$ cat src/rtl/psv_refresh_pkg.sv
package psv_refresh_pkg;

  typedef enum logic [1:0] {
    SRC_MAIN  = 2'd0,
    SRC_MEMEN = 2'd1,
    SRC_PDCLK = 2'd2
  } src_e;

  typedef enum logic [2:0] {
    ST_IDLE    = 3'd0,
    ST_CBR_CAS = 3'd1,
    ST_CBR_RAS = 3'd2,
    ST_PRECH   = 3'd3,
    ST_SR_CAS  = 3'd4,
    ST_SR_HOLD = 3'd5,
    ST_SR_EXIT = 3'd6
  } seq_state_e;

endpackage

$ cat src/rtl/psv_mode_decode.sv
module psv_mode_decode
  import psv_refresh_pkg::*;
#(
  parameter logic [2:0] DEEP_CODE = 3'd4
) (
  input  logic [2:0] ps_mode_i,
  input  logic       suspend_i,
  input  logic       selfref_en_i,
  input  logic [1:0] src_code_i,
  output logic       want_sr_o,
  output src_e       src_eff_o
);

  logic deep;

  always_comb begin
    deep      = suspend_i || (ps_mode_i == DEEP_CODE);
    want_sr_o = deep && selfref_en_i;
    src_eff_o = SRC_MAIN;
    if (deep) begin
      case (src_code_i)
        2'd1:    src_eff_o = SRC_MEMEN;
        2'd2:    src_eff_o = SRC_PDCLK;
        default: src_eff_o = SRC_MAIN;
      endcase
    end
  end

endmodule

$ cat src/rtl/psv_refresh_timebase.sv
module psv_refresh_timebase
  import psv_refresh_pkg::*;
#(
  parameter int MAIN_DIV_FAST = 438,
  parameter int MAIN_DIV_SLOW = 3500,
  parameter int SLOW_EDGES    = 8
) (
  input  logic clk,
  input  logic rst_n,
  input  src_e src_sel_i,
  input  logic rate_slow_i,
  input  logic main_tick_i,
  input  logic memen_tick_i,
  input  logic pdclk_tick_i,
  input  logic seq_idle_i,
  input  logic restart_i,
  output logic due_o
);

  localparam int MAX_A = (MAIN_DIV_SLOW > MAIN_DIV_FAST) ? MAIN_DIV_SLOW : MAIN_DIV_FAST;
  localparam int MAX_L = (MAX_A > SLOW_EDGES) ? MAX_A : SLOW_EDGES;
  localparam int CW    = $clog2(MAX_L + 1);

  src_e          src_q, src_d;
  logic [CW-1:0] cnt_q, cnt_d;
  logic          tick_sel, src_chg;

  function automatic logic [CW-1:0] reload_val(src_e s, logic slow);
    if (s == SRC_MAIN) return slow ? CW'(MAIN_DIV_SLOW - 1) : CW'(MAIN_DIV_FAST - 1);
    return slow ? CW'(SLOW_EDGES - 1) : '0;
  endfunction

  always_comb begin
    case (src_q)
      SRC_MEMEN: tick_sel = memen_tick_i;
      SRC_PDCLK: tick_sel = pdclk_tick_i;
      default:   tick_sel = main_tick_i;
    endcase
    src_chg = seq_idle_i && (src_sel_i != src_q);
    src_d   = seq_idle_i ? src_sel_i : src_q;
    due_o   = tick_sel && (cnt_q == '0);
    cnt_d   = cnt_q;
    if (restart_i || src_chg)
      cnt_d = reload_val(src_d, rate_slow_i);
    else if (tick_sel)
      cnt_d = (cnt_q == '0) ? reload_val(src_q, rate_slow_i) : cnt_q - 1'b1;
  end

  always_ff @(posedge clk or negedge rst_n) begin
    if (!rst_n) begin
      src_q <= SRC_MAIN;
      cnt_q <= CW'(MAIN_DIV_FAST - 1);
    end else begin
      src_q <= src_d;
      cnt_q <= cnt_d;
    end
  end

  // the timebase holds while a refresh or self-refresh sequence is under way
  assert_src_stable_R9: assert property (@(posedge clk) disable iff (!rst_n)
    !seq_idle_i |=> $stable(src_q));

endmodule

$ cat src/rtl/psv_refresh_fsm.sv
module psv_refresh_fsm
  import psv_refresh_pkg::*;
#(
  parameter int RAS_MIN = 4,
  parameter int PRE_GAP = 3
) (
  input  logic clk,
  input  logic rst_n,
  input  logic due_i,
  input  logic want_sr_i,
  output logic ras_n_o,
  output logic cas_n_o,
  output logic strobe_o,
  output logic idle_o,
  output logic restart_o,
  output logic in_sr_o
);

  localparam int TMAX = (RAS_MIN > PRE_GAP) ? RAS_MIN : PRE_GAP;
  localparam int TW   = $clog2(TMAX + 1);

  seq_state_e    state_q, state_d;
  logic [TW-1:0] tmr_q, tmr_d;
  logic          pend_q, pend_d;

  always_comb begin
    state_d = state_q;
    tmr_d   = tmr_q;
    pend_d  = pend_q;
    case (state_q)
      ST_IDLE: begin
        if (want_sr_i) begin
          state_d = ST_SR_CAS;
          pend_d  = 1'b0;
        end else if (due_i || pend_q) begin
          state_d = ST_CBR_CAS;
          pend_d  = 1'b0;
        end
      end
      ST_CBR_CAS: begin
        pend_d  = pend_q | due_i;
        state_d = ST_CBR_RAS;
        tmr_d   = TW'(RAS_MIN - 1);
      end
      ST_CBR_RAS: begin
        pend_d = pend_q | due_i;
        if (tmr_q == '0) begin
          state_d = ST_PRECH;
          tmr_d   = TW'(PRE_GAP - 1);
        end else begin
          tmr_d = tmr_q - 1'b1;
        end
      end
      ST_PRECH: begin
        pend_d = pend_q | due_i;
        if (tmr_q == '0) state_d = ST_IDLE;
        else             tmr_d   = tmr_q - 1'b1;
      end
      ST_SR_CAS: begin
        pend_d  = 1'b0;
        state_d = ST_SR_HOLD;
      end
      ST_SR_HOLD: begin
        pend_d = 1'b0;
        if (!want_sr_i) begin
          state_d = ST_SR_EXIT;
          tmr_d   = TW'(PRE_GAP - 1);
        end
      end
      ST_SR_EXIT: begin
        pend_d = 1'b0;
        if (tmr_q == '0) state_d = ST_CBR_CAS;
        else             tmr_d   = tmr_q - 1'b1;
      end
      default: state_d = ST_IDLE;
    endcase
  end

  always_ff @(posedge clk or negedge rst_n) begin
    if (!rst_n) begin
      state_q <= ST_IDLE;
      tmr_q   <= '0;
      pend_q  <= 1'b0;
    end else begin
      state_q <= state_d;
      tmr_q   <= tmr_d;
      pend_q  <= pend_d;
    end
  end

  always_comb begin
    ras_n_o   = !((state_q == ST_CBR_RAS) || (state_q == ST_SR_HOLD));
    cas_n_o   = !((state_q == ST_CBR_CAS) || (state_q == ST_CBR_RAS) ||
                  (state_q == ST_SR_CAS)  || (state_q == ST_SR_HOLD));
    strobe_o  = (state_q == ST_CBR_CAS);
    idle_o    = (state_q == ST_IDLE);
    restart_o = (state_q == ST_SR_EXIT) && (tmr_q == '0);
    in_sr_o   = (state_q == ST_SR_HOLD);
  end

  // RAS only falls while CAS is already low and was low the clock before
  assert_cas_lead_R6: assert property (@(posedge clk) disable iff (!rst_n)
    $fell(ras_n_o) |-> (!cas_n_o && $past(!cas_n_o)));

  // the cycle-start strobe never lasts longer than one clock
  assert_strobe_single_R10: assert property (@(posedge clk) disable iff (!rst_n)
    strobe_o |=> !strobe_o);

  // self-refresh is held while the request persists
  assert_sr_hold_R7: assert property (@(posedge clk) disable iff (!rst_n)
    (in_sr_o && want_sr_i) |=> (in_sr_o && !ras_n_o && !cas_n_o));

  // the end of the exit precharge is followed by a refresh cycle
  assert_exit_cbr_R8: assert property (@(posedge clk) disable iff (!rst_n)
    restart_o |=> strobe_o);

endmodule

$ cat src/rtl/psv_refresh_seq.sv
module psv_refresh_seq
  import psv_refresh_pkg::*;
#(
  parameter int         MAIN_DIV_FAST = 438,
  parameter int         MAIN_DIV_SLOW = 3500,
  parameter int         SLOW_EDGES    = 8,
  parameter int         RAS_MIN       = 4,
  parameter int         PRE_GAP       = 3,
  parameter logic [2:0] DEEP_CODE     = 3'd4
) (
  input  logic       clk,
  input  logic       rst_n,
  input  logic [2:0] ps_mode,
  input  logic       suspend,
  input  logic       selfref_en,
  input  logic       rate_slow,
  input  logic [1:0] clk_src_sel,
  input  logic       main_tick,
  input  logic       memen_tick,
  input  logic       pdclk_tick,
  output logic       ras_n,
  output logic       cas_n,
  output logic       refresh_strobe,
  output logic       self_refresh
);

  logic [1:0] rst_sync_q;
  logic       rst_int_n;
  logic       want_sr, due, seq_idle, restart;
  src_e       src_eff;

  always_ff @(posedge clk or negedge rst_n) begin
    if (!rst_n) rst_sync_q <= 2'b00;
    else        rst_sync_q <= {rst_sync_q[0], 1'b1};
  end
  assign rst_int_n = rst_sync_q[1];

  psv_mode_decode #(.DEEP_CODE(DEEP_CODE)) u_decode (
    .ps_mode_i    (ps_mode),
    .suspend_i    (suspend),
    .selfref_en_i (selfref_en),
    .src_code_i   (clk_src_sel),
    .want_sr_o    (want_sr),
    .src_eff_o    (src_eff)
  );

  psv_refresh_timebase #(
    .MAIN_DIV_FAST (MAIN_DIV_FAST),
    .MAIN_DIV_SLOW (MAIN_DIV_SLOW),
    .SLOW_EDGES    (SLOW_EDGES)
  ) u_timebase (
    .clk          (clk),
    .rst_n        (rst_int_n),
    .src_sel_i    (src_eff),
    .rate_slow_i  (rate_slow),
    .main_tick_i  (main_tick),
    .memen_tick_i (memen_tick),
    .pdclk_tick_i (pdclk_tick),
    .seq_idle_i   (seq_idle),
    .restart_i    (restart),
    .due_o        (due)
  );

  psv_refresh_fsm #(
    .RAS_MIN (RAS_MIN),
    .PRE_GAP (PRE_GAP)
  ) u_fsm (
    .clk       (clk),
    .rst_n     (rst_int_n),
    .due_i     (due),
    .want_sr_i (want_sr),
    .ras_n_o   (ras_n),
    .cas_n_o   (cas_n),
    .strobe_o  (refresh_strobe),
    .idle_o    (seq_idle),
    .restart_o (restart),
    .in_sr_o   (self_refresh)
  );

  // one clock after the block has been outside the deep state, it is never in self-refresh
  assert_light_no_sr_R5: assert property (@(posedge clk) disable iff (!rst_int_n)
    ($past(!suspend && ps_mode != DEEP_CODE) && !suspend && ps_mode != DEEP_CODE)
      |-> !self_refresh);

endmodule

$ cat config.mk
export PLATFORM = sky130hd
export DESIGN_NAME = psv_refresh_seq
export DESIGN_NICKNAME = d
export VERILOG_FILES = /design/src/rtl/psv_refresh_pkg.sv /design/src/rtl/psv_mode_decode.sv /design/src/rtl/psv_refresh_timebase.sv /design/src/rtl/psv_refresh_fsm.sv /design/src/rtl/psv_refresh_seq.sv
export SDC_FILE = /design/constraint.sdc
export NUM_CORES = 1
export LEC_CHECK = 0
export BUFFER_PORTS_ARGS = -buffer_cell sky130_fd_sc_hd__buf_4
export CAP_MARGIN = 5
export CORE_ASPECT_RATIO = 0.7
export CORE_UTILIZATION = 50
export CTS_CLUSTER_DIAMETER = 200
export DETAILED_ROUTE_END_ITERATION = 16
export GPL_ROUTABILITY_DRIVEN = 0
export PLACE_DENSITY = 0.8
export SYNTH_ARGS = -nofsm -noshare
export SYNTH_HDL_FRONTEND = slang
export SYNTH_SLANG_ARGS = --single-unit
export TNS_END_PERCENT = 1
$ cat constraint.sdc
create_clock -name clk -period 1.3 [get_ports clk]
set_clock_uncertainty 0.1 [all_clocks]
set_input_delay 0.26 -clock clk [delete_from_list [all_inputs] [get_ports clk]]
set_output_delay 0.26 -clock clk [all_outputs]
set_load 0.005 [all_outputs]
==> results of run 1 <==
## layer usage
| metal | wire length [um] | global-route usage |
|---|---|---|
| met1 | 2270 | 0.412 |
| met5 | 0 | 0 |
| met3 | 423 | 0.0651 |
| met2 | 2800 | 0.582 |
| met4 | 172 | 0.111 |
## path summary, 6_finish.rpt
kind                       slack, ps                 from  cells past startpoint                   end
hold reg to reg                  160        rst_sync_q[1]                      1  u_timebase.cnt_q[10]
setup / recovery                -860  u_timebase.cnt_q[1]                      9  u_timebase.cnt_q[10]
setup reg to reg                -860  u_timebase.cnt_q[1]                      9  u_timebase.cnt_q[10]
max in group asynchronous        370        rst_sync_q[1]                      1        u_fsm.tmr_q[2]
hold / removal                   160        rst_sync_q[1]                      1  u_timebase.cnt_q[10]
min in group clk                 260       clk_src_sel[0]                      4   u_timebase.src_q[1]
## power by group through the flow
| stage | registers, uW | logic [uW] | clock network [uW] |
|---|---|---|---|
| global placement | 1310 | 3260 | 0 |
| floorplan | 1370 | 1690 | 0 |
| finish | 1380 | 3950 | 494 |
| CTS | 1350 | 3740 | 496 |
| global route | 1400 | 4240 | 520 |
| detailed placement | 1320 | 3410 | 0 |
## cell type report
cell class                      count  area (um^2)  area share
Multi-Input combinational cell    156         1170       0.451
Clock buffer                        3         41.3      0.0159
Sequential cell                    23          583       0.225
Timing Repair Buffer               85          684       0.264
Inverter                           15         58.8      0.0227
Tap cell                           38         47.5      0.0184
Clock inverter                      1         7.51     0.00290
## cells by family (layout without fill, tap and decap cells)
kind of cell    after synthesis  after routing  synth area share
compound gates               63             63             0.233
xor+xnor                      1              1           0.00514
fa+ha+maj                    13             13            0.0955
buf+inv                      21            104            0.0492
flops                        23             23             0.342
mux                           5              5            0.0331
other cells                   1              1           0.00220
simple gates                 73             73             0.240
## state kept, by name, summed over array words and instances (netlist names)
| signal | cells |
|---|---|
| u_fsm.tmr_q | 3 |
| rst_sync_q | 2 |
| u_fsm.pend_q | 1 |
| u_timebase.cnt_q | 12 |
| u_timebase.src_q | 2 |
| u_fsm.state_q | 3 |
## through the flow
step,util,instances
global placement,0.741,314
CTS,0.802,320
global route,0.812,321
floorplan,-,200
finish,0.812,321
detailed placement,0.741,314
## placed cells by master (no fill, tap or decap), types with 2 or more instances in the layout
master,count
a211oi_1,2
a21o_1,2
a21oi_1,16
a22o_1,3
a31oi_1,3
and3_4,3
buf_4,72
buf_6,11
clkbuf_8,3
dfrtp_1,17
dfstp_2,6
dlygate4sd3_1,2
ha_1,10
ha_4,2
inv_1,11
inv_2,3
mux2i_1,2
nand2_1,18
nand2_2,3
nand2b_1,2
nor2_1,20
nor2_2,2
nor2b_1,2
nor3_1,2
nor3_4,2
nor3b_4,2
o21a_1,2
o21ai_0,8
o21ai_1,7
o21ai_2,2
o22ai_1,8
o31ai_1,2
or2_4,2
or3_1,2
## timing repair
action                                  in CTS  in global routing
endpoints found under the hold margin        5                  0
pin swaps                                    9                  2
resized for setup                           37                  4
buffers inserted                             0                  1
hold buffers                                 2                  0
endpoints found under the setup margin      23                 23
==> run_results.csv, run 1 <==
group,metric,value,unit
run_status,run_status,"complete, but fails checks",
run_status,violations,"negative setup slack",
detailed_routing,wire_per_inst,17.6,um
power,combPwrFrac,0.678,
grt,grt_pass1_wl,9080,um
sta,fin_crit_sh,1.66,
detailed_routing,drtAntennaViolNets,0,
worst_setup_path,max_stage_delay,410,ps
place,dpl.hpwl,3890,um
synth,synth_fp_nets,226,
detailed_routing,vias,1903,
floorplanning,die_width,71.8,um
final_layout,diodes,0,
synth,synth_cell_types,48,
hold_path,hold_path.class,"reg -> async",
synth,synth.most_common_cell,"nor2_1",
clocking,htreeDepth,1,
place,place_ws,-792,ps
clocking,clock_path_buffers,2,
clocking,clock_tree.root_cell,"clkbuf_8",
final_layout,drive_gt1_frac,0.463,
worst_setup_path,path_buf_inv,1,
place,placed_cell_area,2360,um^2
synth,synth_top_flop_cell,"dfrtp_1",
final_layout,fin_area,2590,um^2
worst_setup_path,path_max_fanout,3,
power,clkPwrFrac,0.085,
sta,post-route-min-period,2160,ps
power,intPower,3290,uW
worst_setup_path,arrival,2280,ps
power,p_sw,2530,uW
worst_setup_path,crit_chain,"inv_2, ha_4, or3b_4, nor3b_4, nand2_1, xor2_1, nor4_1, o22ai_1, o21ai_1",
sta,setup_tns,-12360,ps
sta,holdWs,157,ps
power,p_sw_frac,0.435,
synth,yosys.area.top_type,"dfrtp_1",
place,portBuffers,16,
detailed_routing,drtIter0Drc,145,
worst_setup_path,cp_top_family,"simple AND/OR/NAND/NOR gates",
sta,postLayoutSetupSlackWorst,-862,ps
grt,grt_pass1_vias,1937,
floorplanning,start_util,0.534,
synth,ys_warn_count,0,
sta,setup_violations,23,
final_layout,nNetsFinal,310,
sta,rsz0062_at_grt,"yes",
floorplanning,rows,17,
worst_setup_path,cp_slowest_cell,"or3b_4",
grt,grt_max_degree,19,
power,seqPwrFrac,0.237,
synth,syn_area,1700,um^2
clocking,clkSinkCount,23,
synth,yosysSeqAreaShare,0.342,
grt,overflow,0,
clocking,clk_pin_slew,90,ps
worst_setup_path,start_kind,"flip-flop",
flow_run,max-cap-violations,0,
floorplanning,core_area,3190,um^2
grt,antenna_found_initial,0,
synth,synth_edf_count,0,
floorplanning,dieArea,3650,um^2
synth,synth_area_per_cell,8.51,um^2
final_layout,syn_to_final_growth,52.1,%
detailed_routing,drt_wl_total,5660,um
detailed_routing,drc,0,
worst_setup_path,end_kind,"flip-flop",
clocking,clk_latency,280,ps
detailed_routing,first_pass_iters,5,
synth,synth_top_area_frac,0.250,
synth,synth.area.top_cells,"dfrtp_1 25%, ha_1 9.6%, dfstp_2 9.3%, a21oi_1 5.3%, nor2_1 4.8%",
power,power,5830,uW
clocking,numCtsBuffers,3,
worst_setup_path,critical_path_class,"reg -> reg",
clocking,tritoncts,"built",
sta,maxSlewViolCount,0,
detailed_routing,viasPerCell,5.93,
power,p_leak,0.00122,uW
power,power_density,2250,nW/um^2
worst_setup_path,cp.required,1420,ps
power,ir_drop,0.00147,V
synth,ys_seq_elements,23,
final_layout,fillers,187,
floorplanning,ios,17,
synth,synth_cells,200,
sta,finalHoldViolCount,0,
grt,grt_use_total,0.331,
floorplanning,die_h,50.8,um
synth,async_reset_ff_frac,1.00,
synth,netlist_top_cells_count,"22 x nor2_1, 21 x nand2_1, 18 x a21oi_1",
sta,fmax,463,MHz
No activity file was read; power rests on OpenSTA's default activity.
==> run 2, diff against run 1 <==
--- a/config.mk
+++ b/config.mk
@@ -8,11 +8,11 @@
 export BUFFER_PORTS_ARGS = -buffer_cell sky130_fd_sc_hd__buf_4
 export CAP_MARGIN = 5
 export CORE_ASPECT_RATIO = 0.7
-export CORE_UTILIZATION = 50
+export CORE_UTILIZATION = 40
 export CTS_CLUSTER_DIAMETER = 200
 export DETAILED_ROUTE_END_ITERATION = 16
 export GPL_ROUTABILITY_DRIVEN = 0
-export PLACE_DENSITY = 0.8
+export PLACE_DENSITY = 0.68
 export SYNTH_ARGS = -nofsm -noshare
 export SYNTH_HDL_FRONTEND = slang
 export SYNTH_SLANG_ARGS = --single-unit
==> run_results.csv, run 2 (synthesis results as in run 1) <==
group,metric,value,unit
grt,grt_use_total,0.232,
worst_setup_path,start_kind,"flip-flop",
worst_setup_path,r2r_cells,9,
floorplanning,ios,17,
power,p_sw_frac,0.420,
clocking,clock_tree.root_cell,"clkbuf_8",
worst_setup_path,cp-endpoint,"u_timebase.cnt_q[10]",
clocking,numCtsBuffers,3,
detailed_routing,drtIter0Drc,61,
worst_setup_path,critical_path_class,"reg -> reg",
power,combPwrFrac,0.674,
power,clkPwrFrac,0.084,
final_layout,stdcell_count,336,
floorplanning,start_util,0.426,
flow_run,max-cap-violations,0,
worst_setup_path,cp.required,1410,ps
detailed_routing,viasPerCell,5.24,
sta,finalHoldViolCount,0,
final_layout,fillers,320,
sta,postLayoutSetupSlackWorst,-848,ps
place,dp_cells,330,
floorplanning,rows,19,
clocking,clk_latency,280,ps
worst_setup_path,path_depth,9,
place,dpl.hpwl,3570,um
detailed_routing,drc,0,
hold_path,hold_path.class,"reg -> async",
detailed_routing,first_pass_iters,4,
power,p_sw,2390,uW
clocking,clock_path_buffers,2,
clocking,clk_pin_slew,90,ps
worst_setup_path,path_buf_inv,1,
final_layout,final_cell_mix,"78 x buf_4, 21 x nor2_1, 18 x nand2_1",
place,place_ws,-850,ps
detailed_routing,drtAntennaViolNets,0,
power,intPower,3310,uW
worst_setup_path,cp_top_family,"simple AND/OR/NAND/NOR gates",
final_layout,diodes,0,
floorplanning,die_h,56.6,um
floorplanning,dieArea,4530,um^2
sta,maxSlewViolCount,0,
floorplanning,core_area,3990,um^2
sta,fmax,466,MHz
worst_setup_path,startpoint,"u_timebase.cnt_q[1]",
sta,setup_violations,23,
final_layout,top_register,"u_timebase.cnt_q",
sta,fin_crit_sh,1.65,
clocking,htreeDepth,1,
worst_setup_path,path_max_fanout,3,
worst_setup_path,max_stage_delay,410,ps
final_layout,nNetsFinal,311,
final_layout,final_common_cell,"buf_4",
final_layout,multi_input_area,1170,um^2
worst_setup_path,reg2reg_to,"u_timebase.cnt_q[10]",
worst_setup_path,cp_slowest_cell,"or3b_4",
worst_setup_path,ff2ff_setup_slack,-850,ps
clocking,clkSinkCount,23,
grt,grt_max_degree,22,
power,ir_drop,0.00115,V
power,p_leak,0.00123,uW
grt,overflow,0,
floorplanning,die_width,80.0,um
grt,grt_pass1_vias,1719,
detailed_routing,vias,1760,
run_status,violations,"negative setup slack",
sta,holdWs,106,ps
grt,antenna_found_initial,0,
place,portBuffers,16,
final_layout,drive_gt1_frac,0.482,
run_status,run_status,"complete, but fails checks",
power,seqPwrFrac,0.242,
power,power_density,2180,nW/um^2
final_layout,seq_area,583,um^2
worst_setup_path,reg2reg_from,"u_timebase.cnt_q[1]",
detailed_routing,wire_per_inst,14.6,um
clocking,tritoncts,"built",
worst_setup_path,end_kind,"flip-flop",
sta,post-route-min-period,2150,ps
final_layout,syn_to_final_growth,53.2,%
detailed_routing,drt_wl_total,4920,um
sta,rsz0062_at_grt,"yes",
final_layout,largest_register_ffs,12,
worst_setup_path,crit_chain,"inv_2, ha_2, or3b_4, nor3b_4, nand2_1, xor2_1, nor4_2, o22ai_1, o21ai_1",
final_layout,top_regs,"u_timebase.cnt_q: 12 flops, u_fsm.state_q: 3 flops, u_fsm.tmr_q: 3 flops",
worst_setup_path,arrival,2260,ps
grt,grt_pass1_wl,7980,um
==> run 2: stage by stage <==
stage | TNS [ps] | cell area, um^2 | utilization | power (uW)
floorplan | -9310 | 1730 | - | 3060
finish | -11360 | 2610 | 0.653 | 5700
detailed placement | -12140 | 2400 | 0.600 | 4730
global placement | -11510 | 2400 | 0.600 | 4640
global route | -13430 | 2610 | 0.653 | 6130
CTS | -11520 | 2530 | 0.633 | 5440
==> run 2: worst min path at each step <==
| stage | from | to | slack [ps] | depth (start not counted) |
|---|---|---|---|---|
| 2_1_floorplan | rst_n | rst_sync_q[0] | -140 | 0 |
| 3_3_place_gp | rst_n | rst_sync_q[0] | -60 | 1 |
| 3_5_place_dp | rst_n | rst_sync_q[0] | -60 | 1 |
| 4_1_cts | rst_sync_q[1] | u_timebase.cnt_q[10] | 120 | 1 |
| 5_1_grt | rst_sync_q[1] | u_timebase.cnt_q[1] | 150 | 1 |
| 6_report | rst_sync_q[1] | u_timebase.cnt_q[1] | 110 | 1 |
==> run 2: repair_timing <==
| item | in CTS | in global routing |
|---|---|---|
| hold buffers | 1 | 0 |
| endpoints found under the hold margin | 2 | 0 |
| pin swaps | 8 | 4 |
| setup buffers | 0 | 1 |
| endpoints found under the setup margin | 23 | 25 |
| gates resized for setup | 24 | 22 |
==> run 2: final cells by class <==
type                    instances  share of cell area
flip-flops and latches         23               0.224
clock buffers                   3              0.0158
clock inverters                 1             0.00192
multi-input cells             156               0.450
well taps                      52              0.0249
inverters                      15              0.0235
repair buffers                 86               0.260
==> run 2: power groups by stage <==
stage | logic, uW | clock network [uW] | registers, uW
2_1_floorplan | 1690 | 0 | 1370
3_3_place_gp | 3320 | 0 | 1320
3_5_place_dp | 3400 | 0 | 1330
4_1_cts | 3610 | 485 | 1340
5_1_grt | 4210 | 513 | 1410
6_report | 3840 | 476 | 1380
==> run 2: routing by layer <==
metal  vias to the layer above  GRT usage  wire, um
li1                        877          -         -
met1                       823      0.330      2350
met2                        48      0.360      2220
met3                        12     0.0520       260
met4                         0     0.0536        84
met5                         -          0         0
==> run 2: worst reg2reg max path, delay by kind of cell (launching register included) <==
family | cells | cell delay, ps
AND/OR/NAND/NOR | 4 | 930
flip-flops | 1 | 400
AO/OA/AOI/OAI | 2 | 250
adder cells (fa/ha/maj) | 1 | 180
XOR/XNOR | 1 | 160
buffers and inverters | 1 | 80
